--- config.mk ---
export PLATFORM = sky130hd
export DESIGN_NAME = slave_serial_loader
export DESIGN_NICKNAME = d
export VERILOG_FILES = /design/src/rtl/fsl_pkg.sv /design/src/rtl/fsl_sync_hunt.sv /design/src/rtl/fsl_tick_window.sv /design/src/rtl/fsl_shifter.sv /design/src/rtl/slave_serial_loader.sv
export SDC_FILE = /design/constraint.sdc
export NUM_CORES = 1
export LEC_CHECK = 0
export ABC_AREA = 1
export BUFFER_PORTS_ARGS = -buffer_cell sky130_fd_sc_hd__buf_4
export CAP_MARGIN = 20
export CORE_MARGIN = 4
export CORE_UTILIZATION = 30
export DETAILED_ROUTE_END_ITERATION = 12
export HOLD_SLACK_MARGIN = 0.06
export SLEW_MARGIN = 20
export SYNTH_ARGS = -nofsm -noshare
export SYNTH_HDL_FRONTEND = slang
export SYNTH_SLANG_ARGS = --single-unit
--- constraint.sdc ---
create_clock -name clk -period 2.1 [get_ports clk]
set_input_delay 0.21 -clock clk [delete_from_list [all_inputs] [get_ports clk]]
set_output_delay 0.21 -clock clk [all_outputs]
set_load 0.05 [all_outputs]
--- src/rtl/fsl_pkg.sv ---
package fsl_pkg;

  typedef enum logic [1:0] {
    FAULT_NONE      = 2'd0,
    FAULT_CLR_HELD  = 2'd1,
    FAULT_CLR_STUCK = 2'd2,
    FAULT_NO_UP     = 2'd3
  } fault_e;

  typedef enum logic [2:0] {
    ST_IDLE,
    ST_HUNT,
    ST_PROG,
    ST_WAKE,
    ST_LEAD,
    ST_BODY,
    ST_PAD,
    ST_FINISH
  } seq_e;

  function automatic logic is_fill(input logic [7:0] b);
    return b == 8'hFF;
  endfunction

endpackage

--- src/rtl/fsl_sync_hunt.sv ---
module fsl_sync_hunt #(
  parameter int SYNC_LEN = 4
) (
  input  logic       clk,
  input  logic       rst_n,
  input  logic       en,
  input  logic       acc,
  input  logic [7:0] dat,
  output logic       found
);
  import fsl_pkg::*;

  localparam int CW = (SYNC_LEN > 1) ? $clog2(SYNC_LEN + 1) : 1;

  logic [CW-1:0] run;

  assign found = en && acc && is_fill(dat) && (run == CW'(SYNC_LEN - 1));

  always_ff @(posedge clk or negedge rst_n) begin
    if (!rst_n)                 run <= '0;
    else if (!en)               run <= '0;
    else if (acc) begin
      if (!is_fill(dat))        run <= '0;
      else if (found)           run <= '0;
      else                      run <= run + 1'b1;
    end
  end

  // the run counter restarts on a non-fill byte
  a_r2_run_restart: assert property (@(posedge clk) disable iff (!rst_n)
    (en && acc && !is_fill(dat)) |=> (run == '0));

endmodule

--- src/rtl/fsl_tick_window.sv ---
module fsl_tick_window #(
  parameter int LIMIT = 3
) (
  input  logic clk,
  input  logic rst_n,
  input  logic clr,
  input  logic tick,
  output logic expired
);
  localparam int CW = (LIMIT > 0) ? $clog2(LIMIT + 1) : 1;

  logic [CW-1:0] cnt;

  assign expired = tick && (cnt == CW'(LIMIT));

  always_ff @(posedge clk or negedge rst_n) begin
    if (!rst_n)                          cnt <= '0;
    else if (clr)                        cnt <= '0;
    else if (tick && cnt != CW'(LIMIT))  cnt <= cnt + 1'b1;
  end

endmodule

--- src/rtl/fsl_shifter.sv ---
module fsl_shifter #(
  parameter int HALF_CLKS = 2
) (
  input  logic       clk,
  input  logic       rst_n,
  input  logic       ld_valid,
  input  logic [7:0] ld_byte,
  output logic       ld_ready,
  output logic       ser_clk,
  output logic       ser_dat
);
  localparam int HW = (HALF_CLKS > 1) ? $clog2(HALF_CLKS) : 1;

  logic          active;
  logic [7:0]    sh;
  logic [2:0]    bitn;
  logic          hi_phase;
  logic [HW-1:0] hcnt;
  logic          clk_q;
  logic          dat_q;
  logic          half_end;

  assign half_end = (hcnt == HW'(HALF_CLKS - 1));
  assign ld_ready = !active;
  assign ser_clk  = clk_q;
  assign ser_dat  = dat_q;

  always_ff @(posedge clk or negedge rst_n) begin
    if (!rst_n) begin
      active   <= 1'b0;
      sh       <= '0;
      bitn     <= '0;
      hi_phase <= 1'b0;
      hcnt     <= '0;
      clk_q    <= 1'b1;
      dat_q    <= 1'b1;
    end else if (!active) begin
      if (ld_valid) begin
        active   <= 1'b1;
        sh       <= ld_byte;
        bitn     <= '0;
        hi_phase <= 1'b0;
        hcnt     <= '0;
        clk_q    <= 1'b0;
        dat_q    <= ld_byte[7];
      end
    end else if (!half_end) begin
      hcnt <= hcnt + 1'b1;
    end else begin
      hcnt <= '0;
      if (!hi_phase) begin
        hi_phase <= 1'b1;
        clk_q    <= 1'b1;
      end else begin
        hi_phase <= 1'b0;
        if (bitn == 3'd7) begin
          active <= 1'b0;
        end else begin
          bitn  <= bitn + 1'b1;
          sh    <= sh << 1;
          dat_q <= sh[6];
          clk_q <= 1'b0;
        end
      end
    end
  end

  // data moves only while the serial clock is low
  a_r6_dat_moves_low: assert property (@(posedge clk) disable iff (!rst_n)
    !$stable(ser_dat) |-> !ser_clk);

  // a loaded byte presents its top bit first, with the clock low
  a_r5_msb_first: assert property (@(posedge clk) disable iff (!rst_n)
    (ld_valid && ld_ready) |=> (!ser_clk && ser_dat == $past(ld_byte[7])));

endmodule

--- src/rtl/slave_serial_loader.sv ---
module slave_serial_loader #(
  parameter int HALF_CLKS  = 2,
  parameter int TICK_LIMIT = 3,
  parameter int SYNC_LEN   = 4,
  parameter int PAD_BYTES  = 8
) (
  input  logic       clk,
  input  logic       rst_n,
  input  logic       start,
  input  logic       ms_tick,
  input  logic [7:0] s_data,
  input  logic       s_valid,
  input  logic       s_last,
  output logic       s_ready,
  output logic       tgt_rst_n,
  output logic       tgt_clk,
  output logic       tgt_dat,
  input  logic       tgt_clr_n,
  input  logic       tgt_up,
  output logic       busy,
  output logic       done_ok,
  output logic       error,
  output logic [1:0] error_code
);
  import fsl_pkg::*;

  localparam int FW = $clog2(SYNC_LEN + PAD_BYTES + 1);

  seq_e          st, st_d;
  logic [FW-1:0] fill_cnt;
  logic          fill_inc;
  logic          ld_valid, ld_ready;
  logic [7:0]    ld_byte;
  logic          sync_found;
  logic          win_clr, win_expired;
  logic          abort, succeed;
  fault_e        abort_code;
  fault_e        code_q;
  logic          ok_q, err_q;

  fsl_sync_hunt #(.SYNC_LEN(SYNC_LEN)) u_hunt (
    .clk   (clk),
    .rst_n (rst_n),
    .en    (st == ST_HUNT),
    .acc   (s_valid && s_ready),
    .dat   (s_data),
    .found (sync_found)
  );

  fsl_tick_window #(.LIMIT(TICK_LIMIT)) u_win (
    .clk     (clk),
    .rst_n   (rst_n),
    .clr     (win_clr),
    .tick    (ms_tick),
    .expired (win_expired)
  );

  fsl_shifter #(.HALF_CLKS(HALF_CLKS)) u_shift (
    .clk      (clk),
    .rst_n    (rst_n),
    .ld_valid (ld_valid),
    .ld_byte  (ld_byte),
    .ld_ready (ld_ready),
    .ser_clk  (tgt_clk),
    .ser_dat  (tgt_dat)
  );

  always_comb begin
    st_d       = st;
    ld_valid   = 1'b0;
    ld_byte    = 8'hFF;
    s_ready    = 1'b0;
    fill_inc   = 1'b0;
    abort      = 1'b0;
    abort_code = FAULT_NONE;
    succeed    = 1'b0;
    case (st)
      ST_IDLE: if (start) st_d = ST_HUNT;
      ST_HUNT: begin
        s_ready = 1'b1;
        if (sync_found) st_d = ST_PROG;
      end
      ST_PROG: begin
        if (!tgt_clr_n) st_d = ST_WAKE;
        else if (win_expired) begin
          abort = 1'b1; abort_code = FAULT_CLR_HELD; st_d = ST_IDLE;
        end
      end
      ST_WAKE: begin
        if (tgt_clr_n) st_d = ST_LEAD;
        else if (win_expired) begin
          abort = 1'b1; abort_code = FAULT_CLR_STUCK; st_d = ST_IDLE;
        end
      end
      ST_LEAD: begin
        ld_valid = 1'b1;
        if (ld_ready) begin
          fill_inc = 1'b1;
          if (fill_cnt == FW'(SYNC_LEN - 1)) st_d = ST_BODY;
        end
      end
      ST_BODY: begin
        ld_valid = s_valid;
        ld_byte  = s_data;
        s_ready  = ld_ready;
        if (s_valid && ld_ready && s_last) st_d = ST_PAD;
      end
      ST_PAD: begin
        if (fill_cnt != FW'(PAD_BYTES)) begin
          ld_valid = 1'b1;
          if (ld_ready) fill_inc = 1'b1;
        end else if (ld_ready) begin
          st_d = ST_FINISH;
        end
      end
      ST_FINISH: begin
        if (tgt_up) begin
          succeed = 1'b1; st_d = ST_IDLE;
        end else if (win_expired) begin
          abort = 1'b1; abort_code = FAULT_NO_UP; st_d = ST_IDLE;
        end
      end
      default: st_d = ST_IDLE;
    endcase
  end

  assign win_clr = (st_d != st);

  always_ff @(posedge clk or negedge rst_n) begin
    if (!rst_n) begin
      st       <= ST_IDLE;
      fill_cnt <= '0;
      ok_q     <= 1'b0;
      err_q    <= 1'b0;
      code_q   <= FAULT_NONE;
    end else begin
      st    <= st_d;
      err_q <= abort;
      if (st_d != st)    fill_cnt <= '0;
      else if (fill_inc) fill_cnt <= fill_cnt + 1'b1;
      if (st == ST_IDLE && start) begin
        ok_q   <= 1'b0;
        code_q <= FAULT_NONE;
      end else if (succeed) begin
        ok_q <= 1'b1;
      end else if (abort) begin
        code_q <= abort_code;
      end
    end
  end

  assign tgt_rst_n  = (st != ST_PROG);
  assign busy       = (st != ST_IDLE);
  assign done_ok    = ok_q;
  assign error      = err_q;
  assign error_code = code_q;

  // the stream is only taken while busy and outside the program pulse
  a_r9_ready_window: assert property (@(posedge clk) disable iff (!rst_n)
    s_ready |-> (busy && tgt_rst_n));

  // the program pulse begins only after the sync run was found
  a_r3_prog_after_sync: assert property (@(posedge clk) disable iff (!rst_n)
    $fell(tgt_rst_n) |-> $past(sync_found));

  // abort pulse is one cycle wide
  a_r8_err_single: assert property (@(posedge clk) disable iff (!rst_n)
    error |=> !error);

  // abort lands in idle with the program line released and a code set
  a_r8_err_idle: assert property (@(posedge clk) disable iff (!rst_n)
    error |-> (!busy && tgt_rst_n && error_code != 2'd0));

  // success only follows an observed completion indicator
  a_r7_ok_needs_up: assert property (@(posedge clk) disable iff (!rst_n)
    $rose(done_ok) |-> $past(tgt_up));

  // success never carries a fault code
  a_r7_ok_no_code: assert property (@(posedge clk) disable iff (!rst_n)
    done_ok |-> (error_code == 2'd0));

endmodule

==> results.sh, run 1 <==
export IMPL_routed_wl_um=3620
export IMPL_cp_common_cell="nand2_1"
export IMPL_row_count=27
export IMPL_ys_warn_count=0
export IMPL_dr_pass1_iters=4
export IMPL_nFillCells=562
export IMPL_p_leak_nw=1.10
export IMPL_cts_root_buf="clkbuf_8"
export IMPL_syn_area_um2=1800
export IMPL_worst_pin_slew_ps=523
export IMPL_syn_avg_cell_area_um2=8.44
export IMPL_setup_violations=0
export IMPL_drc=0
export IMPL_io_pins=25
export IMPL_synth_area_leader_cell="dfrtp_1"
export IMPL_endpoint_kind="flop"
export IMPL_finalCriticalPeriod_ps=1930
export IMPL_start_kind="flop"
export IMPL_cts_resized=0
export IMPL_synthTopCellsByCount="nand2_1 (45), nor2_1 (31), dfrtp_1 (29), inv_1 (25), o21ai_2 (11)"
export IMPL_nets=262
export IMPL_dr_first_iter_drc_count=102
export IMPL_seq_area_um2=778
export IMPL_io_buffers=24
export IMPL_drv_cap=0
export IMPL_dp_hpwl_um=2720
export IMPL_cts_tree="built"
export IMPL_layout_drive_gt1_share_pct=25.7
export IMPL_max_vdd_ir_drop_mv=0.428
export IMPL_diodes=0
export IMPL_synth_fp_nets=235
export IMPL_finalCritPeriodShare_pct=91.7
export IMPL_clk_pin_slew_worst_paths_ps=70
export IMPL_die_area_um2=7290
export IMPL_vias=1454
export IMPL_grt_total_usage_pct=11.1
export IMPL_crit_fanout=22
export IMPL_p_per_area_nw_per_um2=1220
export IMPL_cts_htree_levels=2
export IMPL_yosys_top_cells_area="dfrtp_1 (40%), nand2_1 (9.4%), nor2_1 (6.5%)"
export IMPL_holdPathStages=2
export IMPL_synth_cell_types=30
export IMPL_maxSlewViolCount=0
export IMPL_grt_pass1_wl_um=6380
export IMPL_hold_violations=0
export IMPL_relSlewSlack_pct=65.1
export IMPL_hold_path_class="in2reg"
export IMPL_synth_most_common_cell="nand2_1"
export IMPL_cp_cell_sequence="nor2_1 > nand2_1 > a21boi_4 > o211ai_4 > nand3_2 > nand2_1 > o21ai_2"
export IMPL_place_congestion=0.840
export IMPL_synth_cells=213
export IMPL_p_total_mw=2.62
export IMPL_grt_pass1_vias=1408
export IMPL_arrival_ps=2090
export IMPL_fin_skew_ps=5.29
export IMPL_crit_path_max_incr_delay_ps=480
export IMPL_async_flop_share_pct=100
export IMPL_synthFlopType="dfrtp_1"
export IMPL_fin_setup_tns_ps=0
export IMPL_worst_setup_path_type="reg2reg"
export IMPL_synth_top_area_share_pct=40.4
export IMPL_avgRoutedWirePerCell_um=11.6
export IMPL_clk_latency_ps=280
export IMPL_synth_edf_count=0
export IMPL_numCtsBuffers=5
export IMPL_rsz0062_at_grt="false"
export IMPL_ant_nets=0
export IMPL_multi_input_area_um2=853
export IMPL_status="finished clean"
export IMPL_cts_buffer_depth=2
export IMPL_start_util_pct=31.8
export IMPL_utilization_pct=38.0
export IMPL_seq_area_frac_synth_pct=43.3
export IMPL_die_h_um=85.4
export IMPL_area_growth_pct=19.2
export IMPL_critPathRequiredTime_ps=2260
export IMPL_rr_worst_depth=7
export IMPL_antenna_found_initial=0
export IMPL_vias_per_cell=4.65
export IMPL_ys_seq_elements=31
export IMPL_grt_overflow_total=0
export IMPL_die_w_um=85.4
export IMPL_clkSinkCount=31
export IMPL_fmax_mhz=519
export IMPL_grt_max_degree=32
export IMPL_coreArea_um2=5640
export IMPL_critPathSlowestCell="dfrtp_1"
==> state kept, by name (all words and copies together) (netlist names) <==
signal and cells:
u_shift.sh 7, fill_cnt 4, st 3, u_hunt.run 3, u_shift.bitn 3, error_code 2
u_win.cnt 2, done_ok 1, error 1, u_shift.active 1, u_shift.half_end 1, u_shift.hi_phase 1
u_shift.ser_clk 1, u_shift.ser_dat 1
==> cell families (layout without fill, tap and decap cells) <==
group	after synthesis	in the layout	synth area share, %
adders and majority gates	6	6	4.18
buffers and inverters	34	62	9.19
DFF	31	31	43.3
AOI/OAI and AO/OA	35	35	15.4
xor gates and xnor gates	4	4	1.95
muxes	1	1	0.557
and+or+nand+nor	102	102	25.4
==> per-stage QoR <==
step           std cells  hold slack, ps  setup slack, ps  cell area, um^2
2_1_floorplan        213           -85.6              477             1800
3_3_place_gp         303             178              209             2010
3_5_place_dp         303             172              187             2010
4_1_cts              313             194              174             2140
5_1_grt              313             200             16.3             2140
6_report             313             199              175             2140
==> worst paths after layout <==
| check | slack (ps) | end | from |
|---|---|---|---|
| max in group asynchronous | 1390 | u_shift.ser_clk | rst_n |
| min in group asynchronous | 390 | u_shift.sh[3] | rst_n |
| worst min-delay path | 200 | error_code[0] | tgt_up |
| worst max-delay path | 170 | u_shift.sh[3] | st[1] |
| worst min register to register | 460 | u_shift.ser_clk | u_shift.ser_clk |
| worst max register to register | 170 | u_shift.sh[3] | st[1] |
==> metal layers <==
| layer | GRT usage, % | wire length, um | vias to the layer above |
|---|---|---|---|
| li1 | - | - | 747 |
| met3 | 3.40 | 150 | 4 |
| met5 | 0 | 0 | - |
| met4 | 4.75 | 58 | 0 |
| met1 | 14.1 | 1690 | 682 |
| met2 | 17.5 | 1720 | 21 |
==> power by group <==
part | leakage (nW) | switching, mW | internal, mW
Sequential | 0.397 | 0.137 | 0.790
Clock | 0.0612 | 0.233 | 0.384
Combinational | 0.639 | 0.696 | 0.379
==> placed cells by master (no fill, tap or decap), types with 2 or more instances in the layout <==
cell type and count:
a21oi_1 2, buf_4 25, clkbuf_8 6, dfrtp_1 29, dfstp_2 2, ha_1 6
inv_1 25, inv_2 3, nand2_1 45, nand2_2 2, nand3_1 10, nand3_2 6
nand4_1 4, nor2_1 31, nor2_2 2, o21ai_0 7, o21ai_2 11, o22ai_1 7
xor2_1 4
==> timing repair <==
item / CTS / global route
setup endpoints to repair: 1 / 0
hold buffers: 1 / 0
endpoints found under the hold margin: 29 / 0
setup buffers: 1 / 0
==> worst max-delay path, delay by kind of cell, from the launching register on <==
kind             cells  cell delay [ps]
AND/OR/NAND/NOR      4              990
AO/OA/AOI/OAI        3              320
flip-flops           1              480
==> layout make-up <==
class | instances | share of cell area (%)
clock buffers | 6 | 3.86
clock inverters | 2 | 1.64
inverters | 28 | 4.91
multi-input cells | 148 | 39.8
flip-flops and latches | 31 | 36.3
well taps | 72 | 4.21
repair buffers | 26 | 9.23
(Power assumes the default switching activity.)
==> run 2: changes to the inputs <==
--- a/config.mk
+++ b/config.mk
@@ -15,4 +15,5 @@
 export SLEW_MARGIN = 20
 export SYNTH_ARGS = -nofsm -noshare
 export SYNTH_HDL_FRONTEND = slang
+export SYNTH_HIERARCHICAL = 1
 export SYNTH_SLANG_ARGS = --single-unit
==> results.sh, run 2 <==
export IMPL_status="finished clean"
export IMPL_rr_worst_depth=18
export IMPL_synth_cells=281
export IMPL_cts_root_buf="clkbuf_8"
export IMPL_cp_cell_sequence="inv_4 > nand2_4 > a211oi_4 > nand2_1 > nor2_2 > nand3_2 > nor3_4 > inv_1 > nor2_1 > nor2_1 > nand3_2 > nand2_1 > nand2_1 > inv_2 > nand2_2 > inv_2 > nand3_1 > nand2_1"
export IMPL_numCtsBuffers=5
export IMPL_ant_nets=0
export IMPL_synth_cell_types=32
export IMPL_antenna_found_initial=0
export IMPL_endpoint_kind="flop"
export IMPL_start_kind="flop"
export IMPL_worst_pin_slew_ps=414
export IMPL_grt_max_degree=32
export IMPL_grt_pass1_wl_um=7710
export IMPL_synth_area_leader_cell="dfrtp_1"
export IMPL_layout_drive_gt1_share_pct=26.5
export IMPL_clk_pin_slew_worst_paths_ps=70
export IMPL_reg_top3="u_shift/sh x7, fill_cnt x4"
export IMPL_drv_cap=0
export IMPL_setup_ws_ps=91.2
export IMPL_dr_pass1_iters=4
export IMPL_die_area_um2=7990
export IMPL_vias_per_cell=4.53
export IMPL_utilization_pct=38.1
export IMPL_start_util_pct=31.1
export IMPL_yosys_top_cells_area="dfrtp_1 (37%), nand2_1 (17%), inv_1 (6.6%)"
export IMPL_dp_hpwl_um=3360
export IMPL_nFillCells=679
export IMPL_grt_pass1_vias=1729
export IMPL_cts_buffer_depth=2
export IMPL_die_w_um=89.4
export IMPL_r2r_start="st[1]"
export IMPL_clkSinkCount=31
export IMPL_routed_wl_um=4580
export IMPL_die_h_um=89.4
export IMPL_hp_start="ms_tick"
export IMPL_drc=0
export IMPL_syn_avg_cell_area_um2=7.07
export IMPL_avgRoutedWirePerCell_um=11.6
export IMPL_cts_tree="built"
export IMPL_rsz0062_at_grt="true"
export IMPL_io_pins=25
export IMPL_hold_end="u_win/cnt[0]"
export IMPL_dr_first_iter_drc_count=118
export IMPL_vias=1785
export IMPL_synthTopCellsByCount="nand2_1 (92), inv_1 (35), nor2_1 (33), dfrtp_1 (29), nand3_1 (19)"
export IMPL_p_leak_nw=1.29
export IMPL_finalCritPeriodShare_pct=95.7
export IMPL_final_common_cell="nand2_1"
export IMPL_ys_warn_count=6
export IMPL_area_growth_pct=22.5
export IMPL_synth_most_common_cell="nand2_1"
export IMPL_p_per_area_nw_per_um2=1150
export IMPL_crit_reg2reg_capture="u_win/cnt[1]"
export IMPL_clk_latency_ps=280
export IMPL_grt_total_usage_pct=12.4
export IMPL_cp_common_cell="nand2_1"
export IMPL_io_buffers=24
export IMPL_most_common_layout_cells="nand2_1 (90), buf_4 (35), inv_1 (33), nor2_1 (28), dfrtp_1 (28)"
export IMPL_dp_slack_ps=-3.12
export IMPL_arrival_ps=2180
export IMPL_critPathRequiredTime_ps=2270
export IMPL_crit_buf_inv=4
export IMPL_grt_overflow_total=0
export IMPL_crit_path_max_incr_delay_ps=410
export IMPL_maxSlewViolCount=0
export IMPL_hold_violations=0
export IMPL_holdPathStages=3
export IMPL_hold_path_class="in2reg"
export IMPL_cts_htree_levels=2
export IMPL_nets=338
export IMPL_r2r_setup_slack_ps=90
export IMPL_synth_top_area_share_pct=36.5
export IMPL_critPathSlowestCell="dfrtp_1"
export IMPL_place_congestion=0.813
export IMPL_synth_edf_count=0
export IMPL_synthFlopType="dfrtp_1"
export IMPL_max_vdd_ir_drop_mv=0.495
export IMPL_finalCriticalPeriod_ps=2010
export IMPL_largest_register="u_shift/sh"
export IMPL_async_flop_share_pct=100
export IMPL_syn_area_um2=1990
export IMPL_coreArea_um2=6390
export IMPL_row_count=29
export IMPL_fmax_mhz=498
export IMPL_setup_violations=0
export IMPL_largest_reg_flops=7
export IMPL_crit_fanout=3
export IMPL_fin_skew_ps=3.17
export IMPL_critical_path_top_delay_family="simple AND/OR/NAND/NOR gates"
export IMPL_relSlewSlack_pct=72.4
export IMPL_worst_setup_path_type="reg2reg"
export IMPL_ys_seq_elements=31
export IMPL_diodes=0
export IMPL_synth_fp_nets=303
export IMPL_seq_area_frac_synth_pct=39.2
[run 2: changes by cell type in the layout (fill, tap and decap cells not counted), moves of 3 or more]
cell / delta
or2_2: +7
buf_4: +10
nor2_4: +3
nor2_1: -3
o21ai_2: -10
o21ai_0: -3
inv_2: +3
nand3_1: +9
o22ai_1: -6
inv_1: +8
nor2_2: +5
nand2_1: +45
[run 2: final cells by class]
| class | instances | area (um^2) | area share [%] |
|---|---|---|---|
| clock inverter | 1 | 5.00 | 0.206 |
| inverter | 41 | 159 | 6.53 |
| sequential | 31 | 779 | 32.0 |
| tap | 77 | 96.3 | 3.96 |
| multi-input combinational | 200 | 1030 | 42.5 |
| timing repair buffer | 37 | 284 | 11.7 |
| clock buffer | 7 | 76.3 | 3.14 |
[run 2: timing repair]
action                                  4_1_cts  5_1_grt
endpoints found under the setup margin        1        6
hold buffers                                  1        0
buffers inserted                              1        1
gates cloned                                  0        0
gates resized for setup                       0       18
endpoints found under the hold margin        29        0
pin swaps                                     6       11
[run 2: cells by family after synthesis]
kind of cell | Yosys count | share of synthesized area (%)
AOI/OAI and AO/OA | 16 | 4.66
xor gates and xnor gates | 3 | 1.32
adders and majority gates | 6 | 3.78
buffers and inverters | 50 | 11.6
DFF | 31 | 39.2
and+or+nand+nor | 175 | 39.4
[run 2: tightest hold or removal path: cells and delay by family]
kind	cells	cell delay, ps
AO/OA/AOI/OAI	1	70
buffers and inverters	1	110
AND/OR/NAND/NOR	1	70
[run 2: worst max-delay path by stage]
stage | end | cells after the start | start
after floorplan | u_win/cnt[1] | 19 | u_shift/active
after global placement | u_win/cnt[1] | 18 | u_shift/active
after detailed placement | u_win/cnt[1] | 18 | u_shift/active
after CTS | u_win/cnt[1] | 18 | u_shift/active
after global routing | u_win/cnt[1] | 18 | u_shift/active
final | u_win/cnt[1] | 18 | st[1]
[run 2: stage by stage]
| stage | cell area [um^2] | instances | hold WS [ps] | setup TNS (ps) | power, mW |
|---|---|---|---|---|---|
| 5_1_grt | 2430 | 394 | 236 | -507 | 3.05 |
| 4_1_cts | 2370 | 393 | 225 | 0 | 2.74 |
| 2_1_floorplan | 2000 | 281 | -85.6 | 0 | 1.92 |
| 3_5_place_dp | 2270 | 383 | 182 | -3.12 | 2.25 |
| 3_3_place_gp | 2270 | 383 | 178 | 0 | 2.22 |
| 6_report | 2430 | 394 | 211 | 0 | 2.81 |
[run 2: routing by layer]
| metal | vias up | GRT usage [%] | routed length (um) |
|---|---|---|---|
| met5 | - | 0 | 0 |
| met4 | 0 | 5.14 | 41 |
| met3 | 2 | 3.32 | 146 |
| met2 | 21 | 20.6 | 2280 |
| met1 | 832 | 15.2 | 2110 |
| li1 | 930 | - | - |
[run 2: power by group]
group / switching (mW) / internal (mW) / total [mW]
registers: 0.122 / 0.776 / 0.899
logic: 0.922 / 0.533 / 1.45
clock network: 0.220 / 0.232 / 0.453
total: 1.26 / 1.54 / 2.81
==> run 3: changes to the inputs <==
--- a/config.mk
+++ b/config.mk
@@ -5,11 +5,11 @@
 export SDC_FILE = /design/constraint.sdc
 export NUM_CORES = 1
 export LEC_CHECK = 0
-export ABC_AREA = 1
 export BUFFER_PORTS_ARGS = -buffer_cell sky130_fd_sc_hd__buf_4
 export CAP_MARGIN = 20
 export CORE_MARGIN = 4
 export CORE_UTILIZATION = 30
+export CTS_CLUSTER_SIZE = 14
 export DETAILED_ROUTE_END_ITERATION = 12
 export HOLD_SLACK_MARGIN = 0.06
 export SLEW_MARGIN = 20
==> results.sh, run 3 <==
export IMPL_status="complete, but fails checks"
export IMPL_violations="setup timing"
export IMPL_start_util_pct=31.5
export IMPL_hold_path_class="in2reg"
export IMPL_max_vdd_ir_drop_mv=0.433
export IMPL_largest_reg_flops=7
export IMPL_clk_pin_slew_worst_paths_ps=70
export IMPL_synth_top_family_by_area="simple AND/OR/NAND/NOR gates"
export IMPL_internal_power_mw=1.93
export IMPL_setup_ws_ps=-285
export IMPL_grt_overflow_total=0
export IMPL_synth_fp_nets=211
export IMPL_relSlewSlack_pct=72.5
export IMPL_grt_pass1_wl_um=7250
export IMPL_synth_edf_count=0
export IMPL_dp_hpwl_um=2960
export IMPL_dr_pass1_iters=4
export IMPL_dr_first_iter_drc_count=96
export IMPL_synth_cell_types=54
export IMPL_grt_max_degree=32
export IMPL_ys_warn_count=6
export IMPL_cts_root_buf="clkbuf_8"
export IMPL_synthAdderAreaFrac_pct=3.94
export IMPL_seq_area_frac_synth_pct=40.8
export IMPL_reg_top3="u_shift/sh x7, fill_cnt x4"
export IMPL_hold_ws_ps=226
export IMPL_synthTopCellsByCount="dfrtp_1 (29), nand2_1 (20), mux2_2 (13), nor2_1 (13), inv_1 (12)"
export IMPL_setup_violations=6
export IMPL_drv_cap=0
export IMPL_fmax_mhz=419
export IMPL_fin_skew_ps=8.22
export IMPL_p_per_area_nw_per_um2=1310
export IMPL_syn_area_um2=1910
export IMPL_io_pins=25
export IMPL_critPathRequiredTime_ps=2280
export IMPL_power_switching_mw=1.21
export IMPL_synthMuxAreaShare_pct=11.1
export IMPL_p_leak_nw=1.07
export IMPL_drc=0
export IMPL_area_growth_pct=25.5
export IMPL_row_count=28
export IMPL_avgRoutedWirePerCell_um=13.2
export IMPL_synth_cells=189
export IMPL_worst_pin_slew_ps=413
export IMPL_nets=254
export IMPL_ys_seq_elements=31
export IMPL_crit_fanout=5
export IMPL_grt_total_usage_pct=12.2
export IMPL_die_w_um=87.7
export IMPL_syn_avg_cell_area_um2=10.1
export IMPL_p_seq_share_pct=29.7
export IMPL_ant_nets=0
export IMPL_cts_tree="built"
export IMPL_antenna_found_initial=0
export IMPL_synth_most_common_cell="dfrtp_1"
export IMPL_clk_latency_ps=290
export IMPL_dp_slack_ps=-352
export IMPL_arrival_ps=2560
export IMPL_yosys_area_share_simple_pct=22.4
export IMPL_synth_xor_area_share_pct=0.919
export IMPL_maxSlewViolCount=0
export IMPL_routed_wl_um=4060
export IMPL_hold_violations=0
export IMPL_place_congestion=0.762
export IMPL_vias_per_cell=4.82
export IMPL_async_flop_share_pct=100
export IMPL_swShare_pct=38.6
export IMPL_grt_pass1_vias=1499
export IMPL_layout_drive_gt1_share_pct=39.1
export IMPL_layoutNonFillerInstCount=308
export IMPL_finalCriticalPeriod_ps=2390
export IMPL_vias=1485
export IMPL_power_share_clock_pct=14.5
export IMPL_rsz0062_at_grt="true"
export IMPL_yosys_top_cells_area="dfrtp_1 (38%), mux2_2 (7.7%), ha_1 (3.9%)"
export IMPL_io_buffers=24
export IMPL_largest_register="u_shift/sh"
export IMPL_r2r_setup_slack_ps=-290
export IMPL_worst_setup_path_type="reg2reg"
export IMPL_coreArea_um2=6060
export IMPL_cts_htree_levels=2
export IMPL_synth_top_area_share_pct=38.1
export IMPL_start_kind="flop"
export IMPL_synth_compound_area_share_pct=14.0
export IMPL_numCtsBuffers=5
export IMPL_final_common_cell="buf_4"
export IMPL_p_comb_share_pct=55.7
export IMPL_die_area_um2=7700
export IMPL_cts_buffer_depth=2
export IMPL_synthFlopType="dfrtp_1"
export IMPL_most_common_layout_cells="buf_4 (42), dfrtp_1 (29), nand2_1 (20), mux2_2 (13), nor2_1 (11)"
export IMPL_synth_area_leader_cell="dfrtp_1"
export IMPL_finalCritPeriodShare_pct=114
export IMPL_die_h_um=87.7
export IMPL_diodes=0
export IMPL_clkSinkCount=31
export IMPL_endpoint_kind="flop"
export IMPL_placed_cells=295
==> run 3: cell types whose count changed after synthesis, moves of 4 or more <==
cell      previous run  this run
nor2_1              33        13
mux2_2               0        13
or3_1                0         9
nand2_1             92        20
nor2_2               4         0
or2_2                8         0
o21ai_0              4         8
nand3_2              5         0
nand2b_1             0         6
inv_2                4         0
a21oi_1              4         8
inv_1               35        12
nand3_1             19         3
==> run 3: path summary, 6_finish.rpt <==
path | start | end | cells past startpoint
setup / recovery | st[0] | u_win/cnt[0] | 12
hold / removal | start | st[0] | 3
setup reg to reg | st[0] | u_win/cnt[0] | 12
hold reg to reg | u_hunt/run[2] | u_hunt/run[2] | 2
max in group asynchronous | rst_n | u_shift/ser_dat | 2
min in group asynchronous | rst_n | u_shift/sh[1] | 2
==> run 3: repair_timing <==
item,CTS,global route
setup endpoints to repair,7,7
hold endpoints to repair,29,0
buffers inserted,3,1
pin swaps,5,2
hold buffers,1,0
resized for setup,1,5
==> run 3: power by group through the flow <==
stage | combinational, mW | clock [mW] | sequential [mW]
floorplan | 1.22 | 0 | 1.00
global placement | 1.67 | 0 | 0.937
detailed placement | 1.69 | 0 | 0.944
CTS | 1.73 | 0.479 | 0.933
global route | 1.94 | 0.514 | 0.967
finish | 1.75 | 0.457 | 0.935
==> run 3: layer usage <==
metal | GRT usage (%) | part of all wire (%) | vias up
li1 | - | - | 759
met1 | 15.0 | 45 | 708
met2 | 20.1 | 51 | 14
met3 | 3.20 | 2.5 | 4
met4 | 5.02 | 1.4 | 0
met5 | 0 | 0 | -
==> run 3: kinds of logic after synthesis <==
| logic type | after synthesis |
|---|---|
| simple gates | 75 |
| flops | 31 |
| xor+xnor | 2 |
| compound gates | 36 |
| fa+ha+maj | 6 |
| buf+inv | 21 |
| mux | 18 |
==> run 3: layout make-up <==
cell class              instances  area, um^2
repair buffers                 45         357
clock inverters                 1        5.00
inverters                      12        47.5
fillers                       603        3670
multi-input cells             137        1040
clock buffers                   7        76.3
well taps                      75        93.8
flip-flops and latches         31         778
==> run 3: critical path, stage by stage (launching register included) <==
cell,delay [ps]
dfrtp_1,380
inv_2,60
nor2_2,120
o21a_4,140
and2_4,130
nand4_1,90
or3_4,400
nor2_4,80
and2b_4,160
nor3_2,50
o311ai_4,330
nor2b_1,80
mux2_4,270
==> run 3: metrics by stage <==
| step | TNS [ps] | util, % | area, um^2 | total power, mW |
|---|---|---|---|---|
| 3_5_place_dp | -1620 | 37.2 | 2250 | 2.64 |
| 5_1_grt | -2440 | 39.5 | 2390 | 3.42 |
| 6_report | -1260 | 39.5 | 2390 | 3.14 |
| 2_1_floorplan | -2790 | - | 1940 | 2.22 |
| 3_3_place_gp | -1250 | 37.2 | 2250 | 2.61 |
| 4_1_cts | -1180 | 39.1 | 2370 | 3.14 |
